===== src/rtl/slot_ctrl_pkg.sv =====
package slot_ctrl_pkg;
  localparam int unsigned IDX_IDENT  = 0;
  localparam int unsigned IDX_PROG   = 1;
  localparam int unsigned IDX_STATUS = 2;
  localparam int unsigned IDX_DECODE = 3;
  // bit positions read by software drivers
  localparam int unsigned WP_BIT  = 0;
  localparam int unsigned CIN_BIT = 3;
endpackage


===== src/rtl/slot_sync.sv =====
module slot_sync #(
  parameter int unsigned STAGES = 2
) (
  input  logic clk,
  input  logic rst,
  input  logic d,
  output logic q
);
  logic [STAGES-1:0] chain;

  generate
    for (genvar i = 0; i < STAGES; i++) begin : g_stage
      if (i == 0) begin : g_first
        always_ff @(posedge clk) begin
          if (rst) chain[0] <= 1'b0;
          else     chain[0] <= d;
        end
      end else begin : g_next
        always_ff @(posedge clk) begin
          if (rst) chain[i] <= 1'b0;
          else     chain[i] <= chain[i-1];
        end
      end
    end
  endgenerate

  assign q = chain[STAGES-1];
endmodule


===== src/rtl/slot_status.sv =====
module slot_status (
  input  logic clk,
  input  logic rst,
  input  logic wp_s,
  input  logic cin_s,
  input  logic clr_i,
  output logic wp_q,
  output logic cin_q
);
  always_ff @(posedge clk) begin
    if (rst) begin
      wp_q  <= 1'b0;
      cin_q <= 1'b0;
    end else begin
      wp_q  <= wp_s;
      // set has priority over clear
      cin_q <= (cin_q & ~clr_i) | cin_s;
    end
  end


  sticky_hold_chk: assert property (@(posedge clk) disable iff (rst)
    (cin_q && !clr_i) |=> cin_q);

  clear_takes_chk: assert property (@(posedge clk) disable iff (rst)
    (clr_i && !cin_s) |=> !cin_q);

  set_wins_chk: assert property (@(posedge clk) disable iff (rst)
    cin_s |=> cin_q);
endmodule


===== src/rtl/slot_read_mux.sv =====
module slot_read_mux
  import slot_ctrl_pkg::*;
#(
  parameter int unsigned DATA_W   = 32,
  parameter int unsigned IDX_W    = 4,
  parameter logic [DATA_W-1:0] ID_VALUE  = 32'h4103_4003,
  parameter logic [DATA_W-1:0] DEC_VALUE = 32'h0000_0011
) (
  input  logic [IDX_W-1:0]  idx_i,
  input  logic              wp_i,
  input  logic              cin_i,
  output logic [DATA_W-1:0] val_o
);
  logic [DATA_W-1:0] status_w;

  always_comb begin
    status_w          = '0;
    status_w[WP_BIT]  = wp_i;
    status_w[CIN_BIT] = cin_i;
  end

  always_comb begin
    val_o = '0;
    if (idx_i == IDX_W'(IDX_IDENT))       val_o = ID_VALUE;
    else if (idx_i == IDX_W'(IDX_STATUS)) val_o = status_w;
    else if (idx_i == IDX_W'(IDX_DECODE)) val_o = DEC_VALUE;
    // programming word and unmapped words read zero
  end
endmodule


===== src/rtl/slot_ctrl_regs.sv =====
module slot_ctrl_regs
  import slot_ctrl_pkg::*;
#(
  parameter int unsigned DATA_W      = 32,
  parameter int unsigned IDX_W       = 4,
  parameter int unsigned SYNC_STAGES = 2,
  parameter logic [DATA_W-1:0] ID_VALUE  = 32'h4103_4003,
  parameter logic [DATA_W-1:0] DEC_VALUE = 32'h0000_0011
) (
  input  logic              clk,
  input  logic              rst,
  input  logic              bus_req,
  input  logic              bus_we,
  input  logic [IDX_W-1:0]  bus_idx,
  input  logic [DATA_W-1:0] bus_wdata,
  output logic [DATA_W-1:0] rd_data,
  output logic              rd_valid,
  input  logic              wprot_in,
  input  logic              card_in,
  output logic              irq_o
);
  localparam logic [DATA_W-1:0] CLR_MASK = DATA_W'(1) << CIN_BIT;

  logic wp_s, cin_s, wp_q, cin_q, clr;
  logic rd_req;
  logic [DATA_W-1:0] mux_val;

  slot_sync #(.STAGES(SYNC_STAGES)) u_sync_wp (
    .clk(clk), .rst(rst), .d(wprot_in), .q(wp_s));
  slot_sync #(.STAGES(SYNC_STAGES)) u_sync_cin (
    .clk(clk), .rst(rst), .d(card_in), .q(cin_s));

  assign clr    = bus_req & bus_we & (bus_idx == IDX_W'(IDX_STATUS))
                  & (|(bus_wdata & CLR_MASK));
  assign rd_req = bus_req & ~bus_we;

  slot_status u_status (
    .clk(clk), .rst(rst), .wp_s(wp_s), .cin_s(cin_s), .clr_i(clr),
    .wp_q(wp_q), .cin_q(cin_q));

  slot_read_mux #(
    .DATA_W(DATA_W), .IDX_W(IDX_W), .ID_VALUE(ID_VALUE), .DEC_VALUE(DEC_VALUE)
  ) u_mux (
    .idx_i(bus_idx), .wp_i(wp_q), .cin_i(cin_q), .val_o(mux_val));

  always_ff @(posedge clk) begin
    if (rst) begin
      rd_data  <= '0;
      rd_valid <= 1'b0;
    end else begin
      rd_valid <= rd_req;
      if (rd_req) rd_data <= mux_val;
    end
  end

  assign irq_o = cin_q;


  ident_read_chk: assert property (@(posedge clk) disable iff (rst)
    (rd_req && bus_idx == IDX_W'(IDX_IDENT)) |=> rd_data == ID_VALUE);

  prog_zero_chk: assert property (@(posedge clk) disable iff (rst)
    (rd_req && bus_idx == IDX_W'(IDX_PROG)) |=> rd_data == '0);

  rvalid_pulse_chk: assert property (@(posedge clk) disable iff (rst)
    rd_req |=> rd_valid);

  no_wr_valid_chk: assert property (@(posedge clk) disable iff (rst)
    !rd_req |=> !rd_valid);

  irq_match_chk: assert property (@(posedge clk) disable iff (rst)
    (rd_req && bus_idx == IDX_W'(IDX_STATUS)) |=> rd_data[CIN_BIT] == $past(irq_o));
endmodule


===== config.mk =====
export PLATFORM = sky130hd
export DESIGN_NAME = slot_ctrl_regs
export DESIGN_NICKNAME = d
export VERILOG_FILES = /design/src/rtl/slot_ctrl_pkg.sv /design/src/rtl/slot_sync.sv /design/src/rtl/slot_status.sv /design/src/rtl/slot_read_mux.sv /design/src/rtl/slot_ctrl_regs.sv
export SDC_FILE = /design/constraint.sdc
export NUM_CORES = 1
export LEC_CHECK = 0
export BUFFER_PORTS_ARGS = -buffer_cell sky130_fd_sc_hd__buf_2
export CORE_MARGIN = 4
export CORE_UTILIZATION = 26
export DETAILED_ROUTE_END_ITERATION = 16
export GPL_ROUTABILITY_DRIVEN = 0
export HOLD_SLACK_MARGIN = 0.05
export PLACE_DENSITY = 0.65
export SLEW_MARGIN = 5
export SYNTH_ARGS = -nofsm -noshare
export SYNTH_HDL_FRONTEND = slang
export SYNTH_SLANG_ARGS = --single-unit

===== constraint.sdc =====
create_clock -name clk -period 1.1 [get_ports clk]
set_clock_uncertainty 0.1 [all_clocks]
set_input_delay 0.055 -clock clk [delete_from_list [all_inputs] [get_ports clk]]
set_output_delay 0.055 -clock clk [all_outputs]
set_load 0.03 [all_outputs]

==> impl_metrics.json, run 1 <==
{
  "ant_nets": 0,
  "cts_buffers": 3,
  "rsz0062_at_grt": "no",
  "synth.ff_latch_count": 11,
  "drt-initial-drc-count": 8,
  "core_sq_mm": 0.00221,
  "dp_hpwl_um": 850,
  "p_leak_nw": 0.364,
  "io_buffers": 21,
  "synthCells": 70,
  "num_io_pins": 76,
  "clk_transition_reported_paths_ns": 0.07,
  "grt_pass1_vias": 358,
  "cts_buffer_depth": 2,
  "final.setup.worst_slack_ns": 0.0541,
  "min_path_type": "in -> reg",
  "synth-xor-area-share_pct": 0,
  "preCtsSetupSlack_ns": 0.0794,
  "die_h_um": 56.1,
  "hold_violations": 0,
  "cp.arrival_ns": 1.10,
  "rows": 17,
  "max_freq_mhz": 956,
  "finalPower_uw": 894,
  "final_layout_size_suffix_gt1_share_pct": 29.2,
  "required_ns": 1.15,
  "start_kind": "primary input",
  "antenna_found_initial": 0,
  "synthSimpleGateAreaFrac_pct": 20.6,
  "hold-worst-slack_ns": 0.00428,
  "postCtsSetupBuffers": 0,
  "p_per_area_mw_per_mm2": 1230,
  "first_pass_iters": 3,
  "clock_latency_ns": 0.26,
  "die_w_um": 56.1,
  "cp-end-kind": "register",
  "n_antenna_cell": 0,
  "synth_cell_types": 17,
  "fin_util_pct": 32.8,
  "grt_usage_pct": 6.27,
  "synth_fa_ha_area_share_pct": 0,
  "die-area_sq_mm": 0.00315,
  "syn_area_per_cell_sq_um": 8.60,
  "period_needed_ns": 1.05,
  "wl_per_cell_um": 9.10,
  "period_share_pct": 95.1,
  "ir_drop_mv": 0.503,
  "syn_to_final_growth_pct": 20.6,
  "cts_sinks": 11,
  "viasPerCell": 3.66,
  "final_nets": 139,
  "cap_violations": 0,
  "r2r_cells": 3,
  "drc_errors": 0,
  "path_max_fanout": 4,
  "grt_pass1_wl_um": 1520,
  "drt_wl_total_um": 1130,
  "num_vias": 454,
  "synth_compound_area_share_pct": 6.03,
  "cts_tree": "yes",
  "synthesis.area_sq_um": 602,
  "start_util_pct": 27.2,
  "grt_max_degree": 12,
  "overflow": 0,
  "slew_violations": 0,
  "synth_warnings": 0,
  "root_buffer": "clkbuf_4",
  "synth_top_family_by_area": "buffers and inverters",
  "setup_viol": 0,
  "synth.mux.area_fraction_pct": 0,
  "fin_tns_setup_ns": 0,
  "critPathKind": "in -> reg",
  "whs_path_depth": 4,
  "h-tree-depth": 1,
  "synth_seq_area_share_pct": 36.6,
  "status": "complete, no violations"
}
flip-flops by register name, indices dropped and copies added (netlist names):
name              flops
rd_data               4
rd_valid              1
u_status.cin_q        1
u_status.wp_q         1
u_sync_cin.chain      1
u_sync_cin.q          1
u_sync_wp.chain       1
u_sync_wp.q           1
what timing repair did:
item,4_1_cts,5_1_grt
endpoints found under the setup margin,6,9
hold endpoints to repair,11,2
gates resized for setup,0,3
pin swaps,0,1
hold buffers,7,1
worst max-delay path, cell delays in order:
cell	delay, ns
dlygate4sd3_1	0.53
buf_2	0.13
and2b_2	0.22
o2111ai_2	0.08
a21oi_1	0.08
layout make-up:
type | instances | area (sq um)
Fill cell | 236 | 1490
Clock buffer | 4 | 26.3
Tap cell | 28 | 35.0
Timing Repair Buffer | 29 | 185
Multi-Input combinational cell | 51 | 254
Sequential cell | 11 | 221
Inverter | 1 | 3.75
per-stage QoR:
step                      cell area (sq um)  instances
after floorplan                         684         92
after global placement                  611        112
after detailed placement                611        112
after CTS                               707        123
after global routing                    726        124
final                                   726        124
where the power goes:
| group | switching, mW | internal [mW] | total (mW) |
|---|---|---|---|
| clock | 0.132 | 0.140 | 0.273 |
| sequential | 0.00464 | 0.411 | 0.416 |
| combinational | 0.155 | 0.0507 | 0.206 |
path summary, 6_finish.rpt:
| kind | start | to | slack [ns] |
|---|---|---|---|
| setup / recovery | bus_req | rd_data[0]$_SDFFE_PP0P_ | 0.05 |
| hold / removal | bus_idx[2] | rd_data[3]$_SDFFE_PP0P_ | 0.004 |
| setup reg to reg | u_status.wp_q$_SDFF_PP0_ | rd_data[0]$_SDFFE_PP0P_ | 0.07 |
| hold reg to reg | u_sync_wp.q$_SDFF_PP0_ | u_status.wp_q$_SDFF_PP0_ | 0.35 |
per-layer routing:
layer	vias to the layer above	routed length, um	GRT usage [%]
li1	225	-	-
met1	202	381	6.35
met5	-	0	0
met3	0	129	2.09
met4	0	0	4.07
met2	27	619	10.9
cells by family (layout without fill, tap and decap cells):
kind of cell,after synthesis,count (layout)
buffers and inverters,30,34
and+or+nand+nor,22,22
AOI/OAI and AO/OA,6,6
other,1,23
DFF,11,11
cells in the final DEF (no fill, tap or decap):
| master | netlist | layout |
|---|---|---|
| conb_1 | 1 | 23 |
| a21oi_1 | 4 | 4 |
| a211oi_1 | 1 | 1 |
| nor2b_1 | 5 | 5 |
| or3b_1 | 1 | 1 |
| inv_1 | 1 | 1 |
| nand4_1 | 1 | 1 |
| dfxtp_1 | 11 | 10 |
| dfxtp_2 | 0 | 1 |
| nor2_1 | 5 | 5 |
| nand2b_1 | 1 | 1 |
| and2b_2 | 0 | 1 |
| nand3_1 | 3 | 3 |
| buf_2 | 0 | 21 |
| nand2_1 | 4 | 4 |
| clkbuf_1 | 1 | 1 |
| o2111ai_2 | 0 | 1 |
| clkbuf_4 | 0 | 3 |
| nor4b_2 | 1 | 1 |
| dlygate4sd3_1 | 0 | 8 |
synthesized netlist by cell type:
cell type / n / share of area [%]
nand4_1: 1 / 1.0
nor2b_1: 5 / 5.2
buf_4: 28 / 35
dfxtp_1: 11 / 37
a211oi_1: 1 / 1.2
clkbuf_1: 1 / 0.62
nand2b_1: 1 / 1.0
o2111ai_1: 1 / 1.5
a21oi_1: 4 / 3.3
conb_1: 1 / 0.62
nand3_1: 3 / 2.5
nand2_1: 4 / 2.5
nor4b_2: 1 / 2.5
nor2_1: 5 / 3.1
or3b_1: 1 / 1.5
inv_1: 1 / 0.62
and2b_1: 1 / 1.2
No activity file was read; power rests on OpenSTA's default activity.
==> run 2, diff against run 1 <==
--- a/config.mk
+++ b/config.mk
@@ -12,6 +12,7 @@
 export GPL_ROUTABILITY_DRIVEN = 0
 export HOLD_SLACK_MARGIN = 0.05
 export PLACE_DENSITY = 0.65
+export RECOVER_POWER = 50
 export SLEW_MARGIN = 5
 export SYNTH_ARGS = -nofsm -noshare
 export SYNTH_HDL_FRONTEND = slang
==> run 2 against run 1 <==
Cell count did not move; via count did not move; global-route usage did not move; first-iteration DRC count did not move; maximum frequency did not move; design area did not move; clock power barely moved; hold slack did not move.
==> impl_metrics.json, run 2 (synthesis results as in run 1) <==
{
  "rsz0062_at_grt": "no",
  "cap_violations": 0,
  "cp.arrival_ns": 1.10,
  "start_util_pct": 27.2,
  "core_sq_mm": 0.00221,
  "grt_pass1_vias": 358,
  "first_pass_iters": 3,
  "slew_violations": 0,
  "finalPower_uw": 894,
  "p_leak_nw": 0.362,
  "rows": 17,
  "fin_tns_setup_ns": 0,
  "num_io_pins": 76,
  "start_kind": "primary input",
  "wl_per_cell_um": 9.11,
  "num_vias": 454,
  "final.setup.worst_slack_ns": 0.0541,
  "h-tree-depth": 1,
  "dp_hpwl_um": 850,
  "clk_transition_reported_paths_ns": 0.07,
  "period_needed_ns": 1.05,
  "grt_pass1_wl_um": 1520,
  "min_path_type": "in -> reg",
  "period_share_pct": 95.1,
  "io_buffers": 21,
  "path_max_fanout": 4,
  "die_h_um": 56.1,
  "preCtsSetupSlack_ns": 0.0794,
  "drt-initial-drc-count": 8,
  "final_nets": 139,
  "antenna_found_initial": 0,
  "final_common_cell": "conb_1",
  "cts_buffer_depth": 2,
  "grt_max_degree": 12,
  "critPathKind": "in -> reg",
  "regMostFlops": "rd_data",
  "dp.cells": 112,
  "cts_tree": "yes",
  "cts_buffers": 3,
  "final_layout_size_suffix_gt1_share_pct": 29.2,
  "drt_wl_total_um": 1130,
  "root_buffer": "clkbuf_4",
  "cts_sinks": 11,
  "p_per_area_mw_per_mm2": 1230,
  "use_met1_pct": 6.35,
  "fin_util_pct": 32.8,
  "die-area_sq_mm": 0.00315,
  "cp-end-kind": "register",
  "grt_usage_pct": 6.27,
  "max_freq_mhz": 956,
  "grtUsageMet2_pct": 10.9,
  "grt.busiest_layer": "met2",
  "drc_errors": 0,
  "viasPerCell": 3.66,
  "die_w_um": 56.1,
  "hold_violations": 0,
  "clock_latency_ns": 0.26,
  "required_ns": 1.15,
  "ir_drop_mv": 0.503,
  "use_met3_pct": 2.09,
  "ant_nets": 0,
  "final_cells": 124,
  "final_cell_mix": "conb_1 (23), buf_2 (18), dfxtp_1 (10)",
  "setup_viol": 0,
  "status": "complete, no violations",
  "n_antenna_cell": 0,
  "syn_to_final_growth_pct": 20.6,
  "overflow": 0,
  "postCtsSetupBuffers": 0,
  "largest_reg_flops": 4
}
## run 2: final timing paths
check,slack (ns),end,from,cells past startpoint
worst max register to register,0.07,rd_data[0]$_SDFFE_PP0P_,u_status.wp_q$_SDFF_PP0_,3
worst max-delay path,0.05,rd_data[0]$_SDFFE_PP0P_,bus_req,5
worst min register to register,0.35,u_status.wp_q$_SDFF_PP0_,u_sync_wp.q$_SDFF_PP0_,1
worst min-delay path,0.004,rd_data[3]$_SDFFE_PP0P_,bus_idx[2],4
## run 2: through the flow
step                hold WS [ns]  cell area (sq um)
finish                   0.00428                726
global route              0.0106                726
CTS                     -0.00656                707
detailed placement         0.173                611
global placement           0.169                611
floorplan                 0.0266                684
## run 2: worst max-delay path: stages
cell           delay, ns
dlygate4sd3_1       0.53
buf_2               0.13
and2b_2             0.22
o2111ai_2           0.08
a21oi_1             0.08
## run 2: layout make-up
| cell class | instances | area [sq um] |
|---|---|---|
| Clock buffer | 4 | 26.3 |
| Fill cell | 236 | 1490 |
| Inverter | 1 | 3.75 |
| Tap cell | 28 | 35.0 |
| Multi-Input combinational cell | 51 | 254 |
| Timing Repair Buffer | 29 | 185 |
| Sequential cell | 11 | 221 |
## run 2: report_power, final
group | total [mW] | internal [mW] | switching (mW)
sequential | 0.416 | 0.411 | 0.00476
combinational | 0.206 | 0.0506 | 0.155
clock | 0.273 | 0.140 | 0.132
## run 2: routing by layer
layer | part of all wire, % | wire, um
met4 | 0 | 0
met1 | 34 | 382
met5 | 0 | 0
met2 | 55 | 618
met3 | 11 | 129
## run 2: what timing repair did
item	4_1_cts	5_1_grt
hold buffers	7	1
resized for setup	0	3
endpoints found under the hold margin	11	2
endpoints found under the setup margin	6	9
pin swaps	0	1
==> run 3, diff against run 2 <==
--- a/config.mk
+++ b/config.mk
@@ -11,8 +11,9 @@
 export DETAILED_ROUTE_END_ITERATION = 16
 export GPL_ROUTABILITY_DRIVEN = 0
 export HOLD_SLACK_MARGIN = 0.05
-export PLACE_DENSITY = 0.65
+export PLACE_DENSITY = 0.68
 export RECOVER_POWER = 50
+export SETUP_SLACK_MARGIN = 0.4
 export SLEW_MARGIN = 5
 export SYNTH_ARGS = -nofsm -noshare
 export SYNTH_HDL_FRONTEND = slang
==> constraint.sdc (replaced) <==
create_clock -name clk -period 0.88 [get_ports clk]
set_clock_uncertainty 0.1 [all_clocks]
set_input_delay 0.044 -clock clk [delete_from_list [all_inputs] [get_ports clk]]
set_output_delay 0.044 -clock clk [all_outputs]
set_load 0.03 [all_outputs]
==> run 3 against run 2 <==
Sequential share of layout area rose by 2.4 points; hold slack lost 0.12 ns; register-to-register slack got worse by 0.24 ns; clock power rose by 23%; highest routed layer unchanged; core utilization up 0.74 points; the run now ends with hold timing, setup timing left; design area grew 2.2%; clock-buffer cell count unchanged; die area unchanged; non-clock buffer count is 7 lower; cell count fell by 5.6%; largest cell class unchanged; largest power group unchanged.
==> impl_metrics.json, run 3 (synthesis results as in run 1) <==
{
  "hold_violations": 11,
  "highest_layer": "met3",
  "switching_share_pct": 33.0,
  "period_share_pct": 119,
  "power_frac_seq_pct": 46.8,
  "wl_met1_um": 367,
  "cts_sinks": 11,
  "die-area_sq_mm": 0.00315,
  "ant_nets": 0,
  "clk_transition_reported_paths_ns": 0.07,
  "num_io_pins": 76,
  "internal_power_uw": 727,
  "final_cell_mix": "conb_1 (23), buf_6 (11), buf_2 (9)",
  "cts_tree": "yes",
  "grt_usage_pct": 5.71,
  "final_nets": 132,
  "core_sq_mm": 0.00221,
  "cap_violations": 0,
  "drt_wl_total_um": 1030,
  "finalPower_mw": 1.08,
  "final_layout_size_suffix_gt1_share_pct": 37.1,
  "wl_met3_um": 146,
  "min_path_type": "in -> reg",
  "cts_buffers": 3,
  "rsz0062_at_grt": "yes",
  "drc_errors": 0,
  "p_clk_share_pct": 30.9,
  "path_max_fanout": 1,
  "drt-initial-drc-count": 7,
  "largest_reg_flops": 4,
  "die_w_um": 56.1,
  "hold-worst-slack_ns": -0.114,
  "p_per_area_mw_per_mm2": 1460,
  "status": "finished with violations",
  "max_freq_mhz": 957,
  "viasPerCell": 3.55,
  "slew_violations": 0,
  "p_sw_uw": 358,
  "clock_latency_ns": 0.26,
  "critPathKind": "reg -> reg",
  "antenna_found_initial": 0,
  "fill_cells": 229,
  "grt_pass1_vias": 323,
  "start_util_pct": 27.2,
  "num_vias": 415,
  "grt_max_degree": 12,
  "fin_util_pct": 33.5,
  "wl_met2_um": 520,
  "cts_buffer_depth": 2,
  "required_ns": 0.93,
  "wl_per_cell_um": 8.84,
  "final.setup.worst_slack_ns": -0.165,
  "regMostFlops": "rd_data",
  "violations": "hold timing, setup timing",
  "die_h_um": 56.1,
  "grt_pass1_wl_um": 1360,
  "final_common_cell": "conb_1",
  "start_kind": "register",
  "h-tree-depth": 1,
  "postCtsSetupBuffers": 0,
  "cp-end-kind": "register",
  "syn_to_final_growth_pct": 23.3,
  "period_needed_ns": 1.05,
  "root_buffer": "clkbuf_4",
  "cp.arrival_ns": 1.09,
  "first_pass_iters": 4,
  "p_leak_nw": 0.343,
  "overflow": 0,
  "ir_drop_mv": 0.936,
  "dp_hpwl_um": 798,
  "n_antenna_cell": 0,
  "setup_viol": 10,
  "io_buffers": 21,
  "rows": 17,
  "comb_power_share_pct": 22.3
}
-- run 3: final cells by class --
class	count	area [sq um]	share of cell area [%]
clock buffers	4	26.3	3.54
inverters	1	3.75	0.506
multi-input cells	51	253	34.1
flip-flops and latches	11	244	32.9
well taps	28	35.0	4.72
repair buffers	22	180	24.3
-- run 3: what timing repair did --
item,CTS,global route
endpoints found under the hold margin,11,11
gates cloned,0,0
pin swaps,0,1
endpoints found under the setup margin,19,19
resized for setup,21,3
-- run 3: metal layers --
layer  vias to the layer above  global-route usage [%]
met5                         -                       0
met4                         0                    1.02
met3                         0                    5.34
met2                        28                    8.51
met1                       176                    5.96
li1                        211                       -
-- run 3: stage by stage --
| stage | cell area (sq um) | hold slack, ns | cells | setup TNS, ns | setup slack, ns |
|---|---|---|---|---|---|
| after global routing | 742 | -0.117 | 117 | -1.06 | -0.218 |
| after detailed placement | 641 | 0.156 | 113 | -0.167 | -0.134 |
| final | 742 | -0.114 | 117 | -0.600 | -0.165 |
| after global placement | 641 | 0.151 | 113 | -0.135 | -0.100 |
| after CTS | 732 | -0.126 | 117 | -0.705 | -0.142 |
| after floorplan | 727 | 0.0156 | 92 | -0.0894 | -0.0894 |
-- run 3: critical path: stages (launching register included) --
cell and delay (ns):
dfxtp_1 0.30, or3b_1 0.37, o2111ai_2 0.08, a21oi_1 0.09
-- run 3: path summary, 6_finish.rpt --
check                                               from                             end  slack, ns  depth (start not counted)
worst max register to register  u_status.wp_q$_SDFF_PP0_         rd_data[0]$_SDFFE_PP0P_      -0.17                          3
worst min register to register    u_sync_wp.q$_SDFF_PP0_        u_status.wp_q$_SDFF_PP0_       0.34                          1
worst max-delay path            u_status.wp_q$_SDFF_PP0_         rd_data[0]$_SDFFE_PP0P_      -0.17                          3
worst min-delay path                             card_in  u_sync_cin.chain[0]$_SDFF_PP0_      -0.11                          2
-- run 3: power groups by stage --
stage | clock network (mW) | logic, mW | registers (mW)
finish | 0.335 | 0.242 | 0.507
global route | 0.377 | 0.256 | 0.509
CTS | 0.354 | 0.237 | 0.507
detailed placement | 0 | 0.227 | 0.517
global placement | 0 | 0.225 | 0.516
floorplan | 0 | 0.251 | 0.530
